==> config.mk <==
export PLATFORM = sky130hd
export DESIGN_NAME = fe_rx_decoder
export DESIGN_NICKNAME = d
export VERILOG_FILES = /design/src/rtl/fe_rx_pkg.sv /design/src/rtl/fe_rx_line.sv /design/src/rtl/fe_rx_descr.sv /design/src/rtl/fe_rx_align.sv /design/src/rtl/fe_rx_decoder.sv
export SDC_FILE = /design/constraint.sdc
export NUM_CORES = 1
export LEC_CHECK = 0
export BUFFER_PORTS_ARGS = -buffer_cell sky130_fd_sc_hd__buf_4
export CAP_MARGIN = 20
export CORE_UTILIZATION = 40
export DETAILED_ROUTE_END_ITERATION = 12
export HOLD_SLACK_MARGIN = 0.15
export PLACE_DENSITY = 0.65
export SKIP_CTS_REPAIR_TIMING = 1
export SYNTH_ARGS = -nofsm -noshare
export SYNTH_HDL_FRONTEND = slang
export SYNTH_SLANG_ARGS = --single-unit
==> constraint.sdc <==
create_clock -name clk -period 6.2 [get_ports clk]
set_clock_uncertainty 0.1 [all_clocks]
set_input_delay 0.62 -clock clk [delete_from_list [all_inputs] [get_ports clk]]
set_output_delay 0.62 -clock clk [all_outputs]
set_load 0.02 [all_outputs]
==> src/rtl/fe_rx_pkg.sv <==
package fe_rx_pkg;
  localparam int GRP_W = 5;
  localparam int NIB_W = 4;
  localparam logic [2*GRP_W-1:0] SSD_PAT = 10'b1100010001;

  typedef enum logic [1:0] {GC_DATA, GC_END, GC_IDLE, GC_BAD} grp_cls_e;

  typedef struct packed {
    grp_cls_e         cls;
    logic [NIB_W-1:0] nib;
  } grp_dec_t;

  function automatic grp_dec_t decode_grp(input logic [GRP_W-1:0] g);
    grp_dec_t r;
    r.cls = GC_DATA;
    r.nib = '0;
    case (g)
      5'b11110: r.nib = 4'h0;
      5'b01001: r.nib = 4'h1;
      5'b10100: r.nib = 4'h2;
      5'b10101: r.nib = 4'h3;
      5'b01010: r.nib = 4'h4;
      5'b01011: r.nib = 4'h5;
      5'b01110: r.nib = 4'h6;
      5'b01111: r.nib = 4'h7;
      5'b10010: r.nib = 4'h8;
      5'b10011: r.nib = 4'h9;
      5'b10110: r.nib = 4'hA;
      5'b10111: r.nib = 4'hB;
      5'b11010: r.nib = 4'hC;
      5'b11011: r.nib = 4'hD;
      5'b11100: r.nib = 4'hE;
      5'b11101: r.nib = 4'hF;
      5'b01101, 5'b00111: r.cls = GC_END;
      5'b11111: r.cls = GC_IDLE;
      default: begin
        r.cls = GC_BAD;
        r.nib = 4'hE;
      end
    endcase
    return r;
  endfunction
endpackage

==> src/rtl/fe_rx_line.sv <==
module fe_rx_line (
  input  logic       clk,
  input  logic       rst,
  input  logic [1:0] sym_i,
  output logic       nrz_o
);
  logic [1:0] prev_q;
  logic       nrzi_q;
  logic       nrzi_d1;

  // previous level tracks the line even in reset, so the first comparison is real
  always_ff @(posedge clk) prev_q <= sym_i;

  // three-level to two-level: toggle on any level change
  always_ff @(posedge clk) begin
    if (rst) begin
      nrzi_q  <= 1'b0;
      nrzi_d1 <= 1'b0;
      nrz_o   <= 1'b0;
    end else begin
      nrzi_q  <= nrzi_q ^ (sym_i != prev_q);
      nrzi_d1 <= nrzi_q;
      nrz_o   <= nrzi_q ^ nrzi_d1;
    end
  end

  assert_chg_one_R1: assert property (@(posedge clk) disable iff (rst)
    (sym_i != $past(sym_i)) |=> ##1 nrz_o);
  assert_hold_zero_R1: assert property (@(posedge clk) disable iff (rst)
    (sym_i == $past(sym_i)) |=> ##1 !nrz_o);
endmodule

==> src/rtl/fe_rx_descr.sv <==
module fe_rx_descr #(
  parameter int LFSR_W     = 11,
  parameter int LFSR_TAP   = 9,
  parameter int LOCK_RUN   = 30,
  parameter int IDLE_RUN   = 12,
  parameter int UNLOCK_LIM = 16384
) (
  input  logic clk,
  input  logic rst,
  input  logic scr_i,
  output logic bit_o,
  output logic vld_o,
  output logic lock_o
);
  localparam int RUN_W = $clog2(LOCK_RUN + 1);
  localparam int ONE_W = $clog2(IDLE_RUN + 1);
  localparam int SIL_W = $clog2(UNLOCK_LIM + 1);

  logic [LFSR_W-1:0] lfsr_q;
  logic [RUN_W-1:0]  run_q;
  logic [ONE_W-1:0]  ones_q;
  logic [SIL_W-1:0]  sil_q;
  logic              locked_q;
  logic              pred;
  logic              obs;
  logic              plain;
  logic              idle_seen;

  assign pred      = lfsr_q[LFSR_W-1] ^ lfsr_q[LFSR_TAP-1];
  assign obs       = ~scr_i;
  assign plain     = scr_i ^ pred;
  assign idle_seen = plain && (ones_q == ONE_W'(IDLE_RUN - 1));
  assign lock_o    = locked_q;

  always_ff @(posedge clk) begin
    if (rst) begin
      lfsr_q   <= '0;
      run_q    <= '0;
      ones_q   <= '0;
      sil_q    <= '0;
      locked_q <= 1'b0;
      bit_o    <= 1'b0;
      vld_o    <= 1'b0;
    end else if (!locked_q) begin
      // training: assume idle, so keystream bit is the inverse of the line bit
      lfsr_q <= {lfsr_q[LFSR_W-2:0], obs};
      ones_q <= '0;
      sil_q  <= '0;
      bit_o  <= 1'b0;
      vld_o  <= 1'b0;
      if (pred == obs) begin
        if (run_q == RUN_W'(LOCK_RUN - 1)) begin
          locked_q <= 1'b1;
          run_q    <= '0;
        end else begin
          run_q <= run_q + 1'b1;
        end
      end else begin
        run_q <= '0;
      end
    end else begin
      lfsr_q <= {lfsr_q[LFSR_W-2:0], pred};
      bit_o  <= plain;
      vld_o  <= 1'b1;
      if (!plain) ones_q <= '0;
      else if (ones_q != ONE_W'(IDLE_RUN - 1)) ones_q <= ones_q + 1'b1;
      if (idle_seen) begin
        sil_q <= '0;
      end else if (sil_q == SIL_W'(UNLOCK_LIM - 1)) begin
        locked_q <= 1'b0;
        sil_q    <= '0;
        vld_o    <= 1'b0;
      end else begin
        sil_q <= sil_q + 1'b1;
      end
    end
  end

  assert_lock_run_R2: assert property (@(posedge clk) disable iff (rst)
    $rose(locked_q) |-> ($past(run_q) == RUN_W'(LOCK_RUN - 1)));
  assert_unlock_silence_R8: assert property (@(posedge clk) disable iff (rst)
    $fell(locked_q) |-> ($past(sil_q) == SIL_W'(UNLOCK_LIM - 1)));
  assert_valid_needs_lock_R8: assert property (@(posedge clk) disable iff (rst)
    vld_o |-> $past(locked_q));
endmodule

==> src/rtl/fe_rx_align.sv <==
module fe_rx_align
  import fe_rx_pkg::*;
(
  input  logic             clk,
  input  logic             rst,
  input  logic             bit_i,
  input  logic             vld_i,
  output logic [NIB_W-1:0] rxd_o,
  output logic             dv_o,
  output logic             er_o,
  output logic             stb_o
);
  localparam int SH_W = 2 * GRP_W - 1;
  localparam int PH_W = $clog2(GRP_W);
  localparam logic [PH_W-1:0] PH_LAST = PH_W'(GRP_W - 1);

  logic [SH_W-1:0]    sh_q;
  logic [2*GRP_W-1:0] sh_n;
  logic [PH_W-1:0]    ph_q;
  logic               in_q;
  grp_dec_t           dec;

  assign sh_n = {sh_q, bit_i};
  assign dec  = decode_grp(sh_n[GRP_W-1:0]);

  always_ff @(posedge clk) begin
    if (rst) begin
      sh_q  <= '0;
      ph_q  <= '0;
      in_q  <= 1'b0;
      rxd_o <= '0;
      dv_o  <= 1'b0;
      er_o  <= 1'b0;
      stb_o <= 1'b0;
    end else begin
      sh_q  <= sh_n[SH_W-1:0];
      stb_o <= (ph_q == PH_LAST);
      if (!in_q && vld_i && sh_n == SSD_PAT) begin
        in_q <= 1'b1;
        ph_q <= '0;
      end else begin
        ph_q <= (ph_q == PH_LAST) ? '0 : ph_q + 1'b1;
        if (!vld_i) in_q <= 1'b0;
        if (ph_q == PH_LAST) begin
          if (in_q && vld_i) begin
            case (dec.cls)
              GC_DATA: begin
                rxd_o <= dec.nib;
                dv_o  <= 1'b1;
                er_o  <= 1'b0;
              end
              GC_BAD: begin
                rxd_o <= dec.nib;
                dv_o  <= 1'b1;
                er_o  <= 1'b1;
              end
              default: begin
                rxd_o <= '0;
                dv_o  <= 1'b0;
                er_o  <= 1'b0;
                in_q  <= 1'b0;
              end
            endcase
          end else begin
            rxd_o <= '0;
            dv_o  <= 1'b0;
            er_o  <= 1'b0;
          end
        end
      end
    end
  end

  assert_stb_single_R9: assert property (@(posedge clk) disable iff (rst)
    stb_o |=> !stb_o);
  assert_dv_on_stb_R9: assert property (@(posedge clk) disable iff (rst)
    (dv_o != $past(dv_o)) |-> stb_o);
  assert_er_in_frame_R7: assert property (@(posedge clk) disable iff (rst)
    er_o |-> dv_o);
  assert_bad_nibble_R7: assert property (@(posedge clk) disable iff (rst)
    er_o |-> (rxd_o == 4'hE));
endmodule

==> src/rtl/fe_rx_decoder.sv <==
module fe_rx_decoder #(
  parameter int LFSR_W     = 11,
  parameter int LFSR_TAP   = 9,
  parameter int LOCK_RUN   = 30,
  parameter int IDLE_RUN   = 12,
  parameter int UNLOCK_LIM = 16384
) (
  input  logic       clk,
  input  logic       rst,
  input  logic [1:0] sym_i,
  output logic [3:0] rxd_o,
  output logic       rx_dv_o,
  output logic       rx_er_o,
  output logic       rx_stb_o,
  output logic       lock_o
);
  logic nrz;
  logic plain_bit;
  logic plain_vld;

  fe_rx_line u_line (
    .clk   (clk),
    .rst   (rst),
    .sym_i (sym_i),
    .nrz_o (nrz)
  );

  fe_rx_descr #(
    .LFSR_W     (LFSR_W),
    .LFSR_TAP   (LFSR_TAP),
    .LOCK_RUN   (LOCK_RUN),
    .IDLE_RUN   (IDLE_RUN),
    .UNLOCK_LIM (UNLOCK_LIM)
  ) u_descr (
    .clk    (clk),
    .rst    (rst),
    .scr_i  (nrz),
    .bit_o  (plain_bit),
    .vld_o  (plain_vld),
    .lock_o (lock_o)
  );

  fe_rx_align u_align (
    .clk   (clk),
    .rst   (rst),
    .bit_i (plain_bit),
    .vld_i (plain_vld),
    .rxd_o (rxd_o),
    .dv_o  (rx_dv_o),
    .er_o  (rx_er_o),
    .stb_o (rx_stb_o)
  );
endmodule

Word-level counts from Yosys, hierarchy flattened
Cells that the tools add are included.

Input port bits: 4. Flip-flop bits (word level): 63.

Mux-type cells: 21. Equality and inequality tests: 28. Reductions and logical operators: 15. Bitwise operators: 8. Add/subtract/negate cells: 4.

Operators with widths (count): 5-bit == test, second input constant (13); 4-bit case mux with 15 select lines (1); 5-bit by 4-bit == test with 1-bit output, second input constant (6); 16-bit OR reduction (1); 15-bit by 1-bit adder with 15-bit output, second input constant (1); 15-bit by 14-bit == test with 1-bit output, second input constant (1); 1-bit two-way mux (15); 10-bit == test, second input constant (1); 5-bit two-way mux (2); 4-bit two-way mux (2); 4-bit OR reduction (2); 2-bit case mux with 3 select lines (1); 2-bit OR reduction (3); 3-bit OR reduction (2); 5-bit by 1-bit adder with 5-bit output, second input constant (1); 5-bit by 3-bit == test with 1-bit output, second input constant (1); 4-bit by 1-bit adder with 4-bit output, second input constant (1); 4-bit == test, second input constant (1); 1-bit logical AND (4); 4-bit inequality test, second input constant (1); 1-bit NOT (4); 1-bit XOR (4); 3-bit by 1-bit adder with 3-bit output, second input constant (1); 3-bit == test, second input constant (1); 6 further kinds (6).

Longest topological paths before layout
Gate-level depths: netlist of the first run.

Depth in word-level cells: 9. Gate-level depth with buffers: 7. Depth with buffers taken out: 6.

Hierarchy
A second synthesis of the first run with hierarchy kept.

Cells, all modules: 258. Area total of the unflattened synthesis: 2523.7 um2.

Modules (own cells, without submodules): fe_rx_descr (sequential area each 760.7 um2, times used 1, cells an instance 153, area an instance 1498.9 um2); fe_rx_align (sequential area each 400.4 um2, times used 1, cells an instance 93, area an instance 867.1 um2); fe_rx_line (sequential area each 100.1 um2, times used 1, cells an instance 12, area an instance 157.7 um2).

Least setup slack after synthesis of the first run
OpenSTA, ideal clock, no wires.

Path kind: register to register. Start: register u_align.sh_q[2]. End: register u_align.rxd_o[3]. Arrival: 1.948 ns. Setup slack: 4.081 ns. Required time: 6.029 ns. Stages on the path, launching flop included: 8. Clock period less this slack: 2.119 ns. Library setup time: 0.071 ns. Path through: dfxtp_1 clkbuf_1 xor2_1 nand3_1 ha_1 nor4_1 o21ai_0 o2bb2ai_1.

Cells in the longest elaborated chain, start to end: 7.

Ends and longest elaborated chain: start, declared (RTL line fe_rx_align.sv:17) `logic [SH_W-1:0] sh_q;`; start signal, assigned (RTL line fe_rx_align.sv:36) `sh_q <= sh_n[SH_W-1:0];`; 5-bit == test (tied with other cells) (RTL line fe_rx_pkg.sv:17) `case (g)`; 16-bit OR reduction (no source line) / 2-bit OR reduction (equally long branches); 2-bit case mux with 3 select lines (RTL line fe_rx_pkg.sv:17); 2-bit == test / 2-bit logical NOT (equally long branches) (RTL line fe_rx_align.sv:46) `case (dec.cls)`; 2-bit OR reduction (no source line); 4-bit two-way mux (RTL line fe_rx_align.sv:46); 4-bit two-way mux (RTL line fe_rx_align.sv:45) `if (in_q && vld_i) begin`; end signal, assigned (RTL line fe_rx_align.sv:48) `rxd_o <= dec.nib;`; end signal, assigned (RTL line fe_rx_align.sv:53) `rxd_o <= dec.nib;`; end, declared (RTL line fe_rx_align.sv:8) `output logic [NIB_W-1:0] rxd_o,`.

Parallel ways exist; a longest one is shown, timed or not. A chain may end at the register's enable or synchronous reset.

Worst setup path after layout of the first run
Start: register u_align.sh_q[0]. End: register u_align.rxd_o[3].

Same word-level chain as after synthesis.

==> results of run 1 <==
## cell families (layout without fill, tap and decap cells)
kind of cell	count (synthesis)	count (layout)
buf+inv	21	37
xor+xnor	22	22
compound gates	37	37
simple gates	113	113
flops	63	63
mux	2	2
fa+ha+maj	7	7
## state kept, by name, indices dropped and copies added (netlist names)
| register | cells |
|---|---|
| u_descr.lock_o | 1 |
| u_line.nrzi_d1 | 1 |
| u_descr.ones_q | 4 |
| u_align.stb_o | 1 |
| u_align.ph_q | 3 |
| u_descr.bit_o | 1 |
| u_descr.run_q | 5 |
| u_line.nrz_o | 1 |
| u_align.sh_q | 9 |
| u_descr.sil_q | 15 |
| u_descr.vld_o | 1 |
| u_line.prev_q | 2 |
| u_align.er_o | 1 |
| u_descr.lfsr_q | 11 |
| u_line.nrzi_q | 1 |
| u_align.rxd_o | 4 |
| u_align.in_q | 1 |
| u_align.dv_o | 1 |
## metal layers
| layer | vias up | GRT usage, % | wire (um) |
|---|---|---|---|
| met5 | - | 0 | 0 |
| met4 | 0 | 5.89 | 59 |
| met3 | 9 | 7.53 | 178 |
| met2 | 22 | 21.4 | 1820 |
| met1 | 838 | 17.0 | 1940 |
| li1 | 926 | - | - |
## synthesized netlist by cell type, drive strengths merged (2+ instances only)
cell type  number  area (um2)
clkbuf          9        33.8
buf             2        18.8
nor2           36         135
a21oi           6        33.8
dfxtp          63        1260
nand4           4        31.3
nor3b           3        22.5
o211ai          2        28.8
inv            10        37.5
ha              7        87.6
a211o           2        17.5
o22ai           2        12.5
nand2          13        48.8
xor2            7        61.3
nor3            4        20.0
nand2b          5        31.3
a31oi           4        25.0
o21ai          11        55.1
nor4            4        25.0
a32o            2        20.0
nand3          12        60.1
nor2b          23         144
xnor2          14         123
or3             2        17.5
and3            2        12.5
## through the flow
| stage | setup WS [ns] | std cells | utilization (%) | total power, mW |
|---|---|---|---|---|
| after floorplan | 4.08 | 265 | - | 0.450 |
| after global placement | 3.82 | 340 | 44.1 | 0.455 |
| after detailed placement | 3.74 | 340 | 44.1 | 0.456 |
| after CTS | 3.70 | 356 | 48.4 | 0.904 |
| after global routing | 3.48 | 356 | 48.4 | 0.930 |
| final | 3.71 | 356 | 48.4 | 0.891 |
## worst max-delay path: cells and delay by family (launching register included)
kind | cells | cell delay (ns)
fa+ha+maj | 1 | 0.33
compound gates | 2 | 0.36
flops | 1 | 0.57
simple gates | 3 | 1.06
## how the worst max path moves through the flow
stage	to	slack, ns	cells past startpoint
6_report	u_align.rxd_o[3]	3.71	6
5_1_grt	u_align.rxd_o[3]	3.48	6
4_1_cts	u_align.rxd_o[3]	3.70	6
3_5_place_dp	u_align.rxd_o[3]	3.74	6
3_3_place_gp	u_align.rxd_o[3]	3.82	6
2_1_floorplan	u_align.rxd_o[3]	4.08	7
## final cells by class
class                      count  area, um2  share of cell area, %
sequential                    63       1260                   43.5
multi-input combinational    181       1170                   40.3
clock buffer                  11        151                   5.23
clock inverter                 5        104                   3.59
tap                           75       93.8                   3.24
timing repair buffer          11       82.6                   2.85
inverter                      10       37.5                   1.30
## placed cells by master, fill, tap and decap left out, drive strengths merged, types with 5 or more instances in the layout
cell    synthesis  final
clkbuf          9     11
xor2            7      7
inv            10     10
buf             2     11
o21ai          11     11
xnor2          14     14
a21oi           6      6
nor2b          23     23
nor2           36     36
nand2b          5      5
nand2          13     13
dfxtp          63     63
nand3          12     12
ha              7      7
## power breakdown
group / switching [mW] / total [mW] / internal, mW
clock network: 0.155 / 0.444 / 0.289
logic: 0.0144 / 0.0285 / 0.0141
registers: 0.00499 / 0.418 / 0.413
==> results.cfg, run 1 <==
[logic_synthesis]
ys_seq_elements = 63
seq_area_frac_synth_pct = 50.1
synthXorXnorAreaFrac_pct = 8.25
synth_top_family_by_area = simple AND/OR/NAND/NOR gates
synth_mux_area_share_pct = 0.845
synthCells = 265
syn-num-nets = 276
syn_area_um2 = 2520
synth_fa_ha_area_share_pct = 3.48
ys_async_sr_fraction_pct = 0
synth_cell_types = 46
synth-edff-count = 0
avgSynthCellArea_um2 = 9.50
synth_ff_type = dfxtp_1
yosysWarnings = 0
synth-simple-area-share_pct = 23.5
synth-compound-area-share_pct = 10.3

[worst_setup_path]
timing.rr.start = u_align.sh_q[0]
startpoint = u_align.sh_q[0]
path_cells = and3_1 > nand3_1 > ha_1 > nor4_1 > o21ai_0 > o2bb2ai_1
timing.rr.end = u_align.rxd_o[3]
crit_fanout = 14
worst-r2r-cell-count = 6
worstPathArrival_ns = 2.66
worst_path_largest_cell_delay_ns = 0.69
r2r_slack_ns = 3.71
cp.required_ns = 6.37
start_kind = register
endpoint_kind = register
slowest_stage = nor4_1
crit_type = reg2reg

[grt]
antenna_found_initial = 0
grt_pass1_vias = 1646
grt_usage_pct = 14.3
grt_pass1_wl_um = 7060
overflow = 0
grt_max_degree = 36

[sta]
slew-limit-headroom_pct = 48.1
holdWs_ns = 0.303
slew_violations = 0
rsz0062_at_grt = false
finalCritPeriodShare_pct = 40.1
min_period_ns = 2.49
finalHoldViolations = 0
max_freq_ghz = 0.402
worstMarginPinSlew_ns = 0.771
setup_viol = 0
final.setup.tns_ns = 0

[pwr]
ir_drop_mv = 0.249
p_leak_nw = 1.08
powerDensity_nw_per_um2 = 308

[cells_and_area]
fin_nets = 287
diodes = 0
syn2layout_area_growth_pct = 15.1
final_cell_area_um2 = 2900
drive_above_1_share_pct = 11.7
fill_cells = 542

[hold_path]
min_to = u_line.prev_q[1]
worstHoldPathType = in2reg
hp-start = sym_i[1]
whs_path_depth = 1

[routing]
drt_iter0_markers = 80
wire_per_inst_um = 11.2
detail-route-antenna-nets = 0
via_per_inst = 5.04
drt-total-wl_um = 4000
num_vias = 1795
drtPass1Iterations = 4
drc_errors = 0

[run_status]
status = finished clean

[clock_tree]
htree_levels = 3
tritoncts = yes
clk_path_buf_depth = 2
cts.clk_slew.worst_paths_ns = 0.07
cts_made_buffers = 9
clockRootBuffer = clkbuf_8
insertion_delay_ns = 0.33
clock_sinks = 63

[floorplanning]
die_w_um = 81.3
placement_rows = 28
die_h_um = 81.3
die_area_um2 = 6610
core_um2 = 5990
start_util_pct = 42.0
pin_count = 12

[place]
post_dp_cell_area_um2 = 2640
portBuffers = 11
dp_hpwl_um = 2650
place_congestion = 0.762

[run]
drv_cap = 0
No activity file was read; power rests on OpenSTA's default activity.
==> run 2, diff against run 1 <==
PLACE_DENSITY = 0.67   (was 0.65)
clock period = 2.2 ns   (was 6.2 ns; I/O delays follow)
==> run 2 against run 1 <==
- final cell count grew 1.7%
- hold slack worse by 0.14 ns
- critical path type unchanged
- critical path depth grew 1
- die area unchanged
- routed wire length rose by 1.8%
- fmax rose by 30%
- total power rose to 2.7 times the previous value
- critical endpoint unchanged
==> results.cfg, run 2 (synthesized netlist as in run 1, its figures left out) <==
[run_status]
status = finished clean

[cells_and_area]
syn2layout_area_growth_pct = 16.4
largestRegisters = u_descr.sil_q: 15 flops, u_descr.lfsr_q: 11 flops, u_align.sh_q: 9 flops
multi_input_area_um2 = 1170
seqCellArea_um2 = 1260
fin_nets = 294
layout.cells.most_common = dfxtp_1
drive_above_1_share_pct = 12.9
diodes = 0
fill_cells = 569
largest_reg_flops = 15
utilization_pct = 48.9
final_cell_mix = 63 x dfxtp_1, 36 x nor2_1, 23 x nor2b_1
largest-register = u_descr.sil_q

[grt]
grt_pass1_vias = 1613
antenna_found_initial = 0
grt_pass1_wl_um = 7090
grt_max_degree = 36
grt_usage_pct = 14.5
overflow = 0

[worst_setup_path]
path_cells = nor2b_1 > nand3_1 > ha_1 > nor4_1 > buf_4 > o21ai_0 > o2bb2ai_1
worst_path_largest_cell_delay_ns = 0.40
slowest_stage = dfxtp_1
worstPathArrival_ns = 2.08
crit_fanout = 10
cp.required_ns = 2.37
start_kind = register
crit_type = reg2reg
endpoint_kind = register

[floorplanning]
pin_count = 12
start_util_pct = 42.0
die_w_um = 81.3
die_area_um2 = 6610
core_um2 = 5990
placement_rows = 28
die_h_um = 81.3

[routing]
wire_per_inst_um = 11.2
drtPass1Iterations = 4
drt_iter0_markers = 52
detail-route-antenna-nets = 0
num_vias = 1784
drt-total-wl_um = 4070
drc_errors = 0
via_per_inst = 4.93

[sta]
max_freq_ghz = 0.523
setup_viol = 0
finalCritPeriodShare_pct = 86.9
finalHoldViolations = 0
min_period_ns = 1.91
slew_violations = 0
holdWs_ns = 0.168
rsz0062_at_grt = false
final.setup.tns_ns = 0
worstMarginPinSlew_ns = 0.483
slew-limit-headroom_pct = 67.7

[place]
portBuffers = 11
dp_hpwl_um = 2720
place_congestion = 0.769

[run]
drv_cap = 0

[clock_tree]
clock_sinks = 63
insertion_delay_ns = 0.33
tritoncts = yes
cts.clk_slew.worst_paths_ns = 0.06
clockRootBuffer = clkbuf_8
clk_path_buf_depth = 2
htree_levels = 3
cts_made_buffers = 9

[pwr]
ir_drop_mv = 0.774
powerDensity_nw_per_um2 = 816
p_total_mw = 2.39
p_leak_nw = 1.11

[hold_path]
worstHoldPathType = in2reg
==> run 2: final cells by class <==
type	instances	area share (%)
clock inverter	3	2.22
clock buffer	12	5.64
tap	75	3.20
multi-input combinational	181	39.8
sequential	63	43.1
inverter	10	1.28
timing repair buffer	18	4.78
==> run 2: power by group <==
part,internal (mW),switching (mW)
combinational,0.0418,0.0416
sequential,1.17,0.0147
clock,0.722,0.405
==> run 2: through the flow <==
stage | instances | setup WS [ns] | area, um2
2_1_floorplan | 265 | 0.0814 | 2520
3_3_place_gp | 345 | 0.332 | 2680
3_5_place_dp | 345 | 0.318 | 2680
4_1_cts | 360 | 0.296 | 2910
5_1_grt | 362 | 0.122 | 2930
6_report | 362 | 0.287 | 2930
==> run 2: worst paths after layout <==
| check | from | endpoint | slack (ns) | cells after the start |
|---|---|---|---|---|
| max | u_align.sh_q[3] | u_align.rxd_o[3] | 0.29 | 7 |
| max reg2reg | u_align.sh_q[3] | u_align.rxd_o[3] | 0.29 | 7 |
| min reg2reg | u_descr.lfsr_q[3] | u_descr.lfsr_q[4] | 0.33 | 1 |
| min | rst | u_align.sh_q[2] | 0.17 | 2 |
==> run 2: worst max-delay path, delay by kind of cell (launching register included) <==
kind / cells / cell delay (ns)
compound gates: 2 / 0.20
fa+ha+maj: 1 / 0.30
buf+inv: 1 / 0.18
flops: 1 / 0.40
simple gates: 3 / 0.67
==> run 2: layer usage <==
layer	vias to the layer above	share of wire (%)	track usage, %	wire (um)
li1	933	-	-	-
met1	829	50	17.6	2050
met2	17	45	21.8	1820
met3	5	3.4	7.08	139
met4	0	1.3	5.89	53
met5	-	0	0	0
==> run 3, diff against run 2 <==
PLACE_DENSITY = 0.65   (was 0.67)
SYNTH_HIERARCHICAL = 1   (was default)
clock period = 1.8 ns   (was 2.2 ns; I/O delays follow)
==> run 3 against run 2 <==
- via count increased by 1.6%
- synthesized cell count decreased by 2.6%
- sequential cell count unchanged
- clock-buffer cell count decreased by 2
- synthesized area increased by 0.25%
- critical path depth decreased by 1
- global-route usage decreased by 0.28 points
- sequential share of layout area decreased by 1.7 points
- routed wire length increased by 4.3%
- design area increased by 4.2%
- largest cell class unchanged
==> results.cfg, run 3 <==
[run_status]
status = finished clean

[logic_synthesis]
synth_cell_types = 49
ys_seq_elements = 63
syn-num-nets = 269
avgSynthCellArea_um2 = 9.78
synth-edff-count = 0
yosysMostFrequentCell = dfxtp_1
synthCells = 258
synth_top_cells_by_area = dfxtp_1 50%, nor2b_1 5.5%, xnor2_1 4.9%, nor2_1 4.6%, ha_1 3.5%
synthTopCellsByCount = 63 x dfxtp_1, 31 x nor2_1, 22 x nor2b_1
yosys.area.top_type = dfxtp_1
ys_async_sr_fraction_pct = 0
synth_ff_type = dfxtp_1
yosysWarnings = 6
seq_area_frac_synth_pct = 50.0
yosysTopAreaCellShare_pct = 50.0
syn_area_um2 = 2520

[cells_and_area]
largest-register = u_descr/sil_q
largestRegisters = u_descr/sil_q: 15 flops, u_descr/lfsr_q: 11 flops, u_align/sh_q: 9 flops
fin_nets = 304
syn2layout_area_growth_pct = 20.9
largest_reg_flops = 15
fill_cells = 560
layout.cells.most_common = dfxtp_1
diodes = 0
final_cell_mix = 62 x dfxtp_1, 31 x nor2_1, 28 x buf_4
drive_above_1_share_pct = 18.8
utilization_pct = 50.9

[sta]
setup_viol = 0
finalCritPeriodShare_pct = 92.3
final.setup.tns_ns = 0
rsz0062_at_grt = false
slew-limit-headroom_pct = 75.7
holdWs_ns = 0.340
max_freq_ghz = 0.602
layout_setup_ws_ns = 0.138
slew_violations = 0
min_period_ns = 1.66
finalHoldViolations = 0
worstMarginPinSlew_ns = 0.362

[place]
portBuffers = 11
place_congestion = 0.798
dp_hpwl_um = 2890
dpl_worst_slack_ns = 0.0180

[routing]
via_per_inst = 4.86
num_vias = 1813
drt_iter0_markers = 89
detail-route-antenna-nets = 0
drt-total-wl_um = 4240
drtPass1Iterations = 4
drc_errors = 0
wire_per_inst_um = 11.4

[grt]
antenna_found_initial = 0
grt_usage_pct = 14.2
grt_pass1_vias = 1600
overflow = 0
grt_max_degree = 28
grt_pass1_wl_um = 6990

[worst_setup_path]
r2r_slack_ns = 0.14
endpoint_kind = register
path_cells = and3_1 > nand3_1 > ha_1 > nor4_4 > nand2_1 > o2bb2ai_1
crit_fanout = 5
crit_type = reg2reg
cp.required_ns = 1.97
start_kind = register
cp_top_family = simple AND/OR/NAND/NOR gates
slowest_stage = dfxtp_1
worst_path_largest_cell_delay_ns = 0.35
worstPathArrival_ns = 1.83
critPathBufInv = 0

[floorplanning]
die_w_um = 81.4
placement_rows = 28
start_util_pct = 42.1
pin_count = 12
core_um2 = 5990
die_h_um = 81.4
die_area_um2 = 6630

[clock_tree]
tritoncts = yes
cts.clk_slew.worst_paths_ns = 0.07
insertion_delay_ns = 0.34
clockRootBuffer = clkbuf_8
clk_path_buf_depth = 2
clock_sinks = 63
htree_levels = 3
cts_made_buffers = 9

[run]
drv_cap = 0

[hold_path]
worstHoldPathType = reg2reg

[pwr]
p_leak_nw = 1.18
ir_drop_mv = 0.573
powerDensity_nw_per_um2 = 933
## run 3: area by class of cell
class,instances,area [um2],share of cell area (%)
timing repair buffer,31,240,7.87
clock inverter,6,85.1,2.79
multi-input combinational,176,1200,39.2
tap,75,93.8,3.08
inverter,12,45.0,1.48
clock buffer,10,128,4.18
sequential,63,1260,41.4
## run 3: through the flow
step                total power, mW  cells  instance area (um2)
floorplan                      1.54    258                 2530
global placement               1.57    354                 2800
detailed placement             1.57    354                 2800
CTS                            2.89    370                 3010
global route                   2.97    373                 3050
finish                         2.85    373                 3050
## run 3: path summary, 6_finish.rpt
path,start,endpoint,cells past startpoint
max,u_align/sh_q[2],u_align/rxd_o[3],6
min,u_descr/lfsr_q[0],u_descr/lfsr_q[1],1
max reg2reg,u_align/sh_q[2],u_align/rxd_o[3],6
min reg2reg,u_descr/lfsr_q[0],u_descr/lfsr_q[1],1
## run 3: logic make-up (layout without fill, tap and decap cells)
group                      Yosys count  after routing  share of synthesized area (%)
and+or+nand+nor                    106            106                           22.7
DFF                                 63             63                           50.0
AOI/OAI and AO/OA                   37             37                           10.1
xor gates and xnor gates            24             24                           9.47
buffers and inverters               19             59                           3.42
adders and majority gates            7              7                           3.47
muxes                                2              2                          0.843
## run 3: where the power goes
group,total (mW),internal [mW],switching (mW)
sequential,1.44,1.42,0.0164
clock,1.30,0.774,0.530
combinational,0.105,0.0545,0.0507
## run 3: worst register-to-register path, stage by stage, from the launching register on
cell and delay (ns):
dfxtp_1 0.35, and3_1 0.19, nand3_1 0.08, ha_1 0.35, nor4_4 0.28, nand2_1 0.09, o2bb2ai_1 0.14
## run 3: layer usage
layer  vias up  GRT usage (%)  wire (um)  share of wire [%]
met5         -              0          0                  0
met4         0           7.50         93                2.2
met3         9           6.00        162                3.8
met2        27           21.7       1870                 44
met1       827           16.9       2110                 50
li1        950              -          -                  -
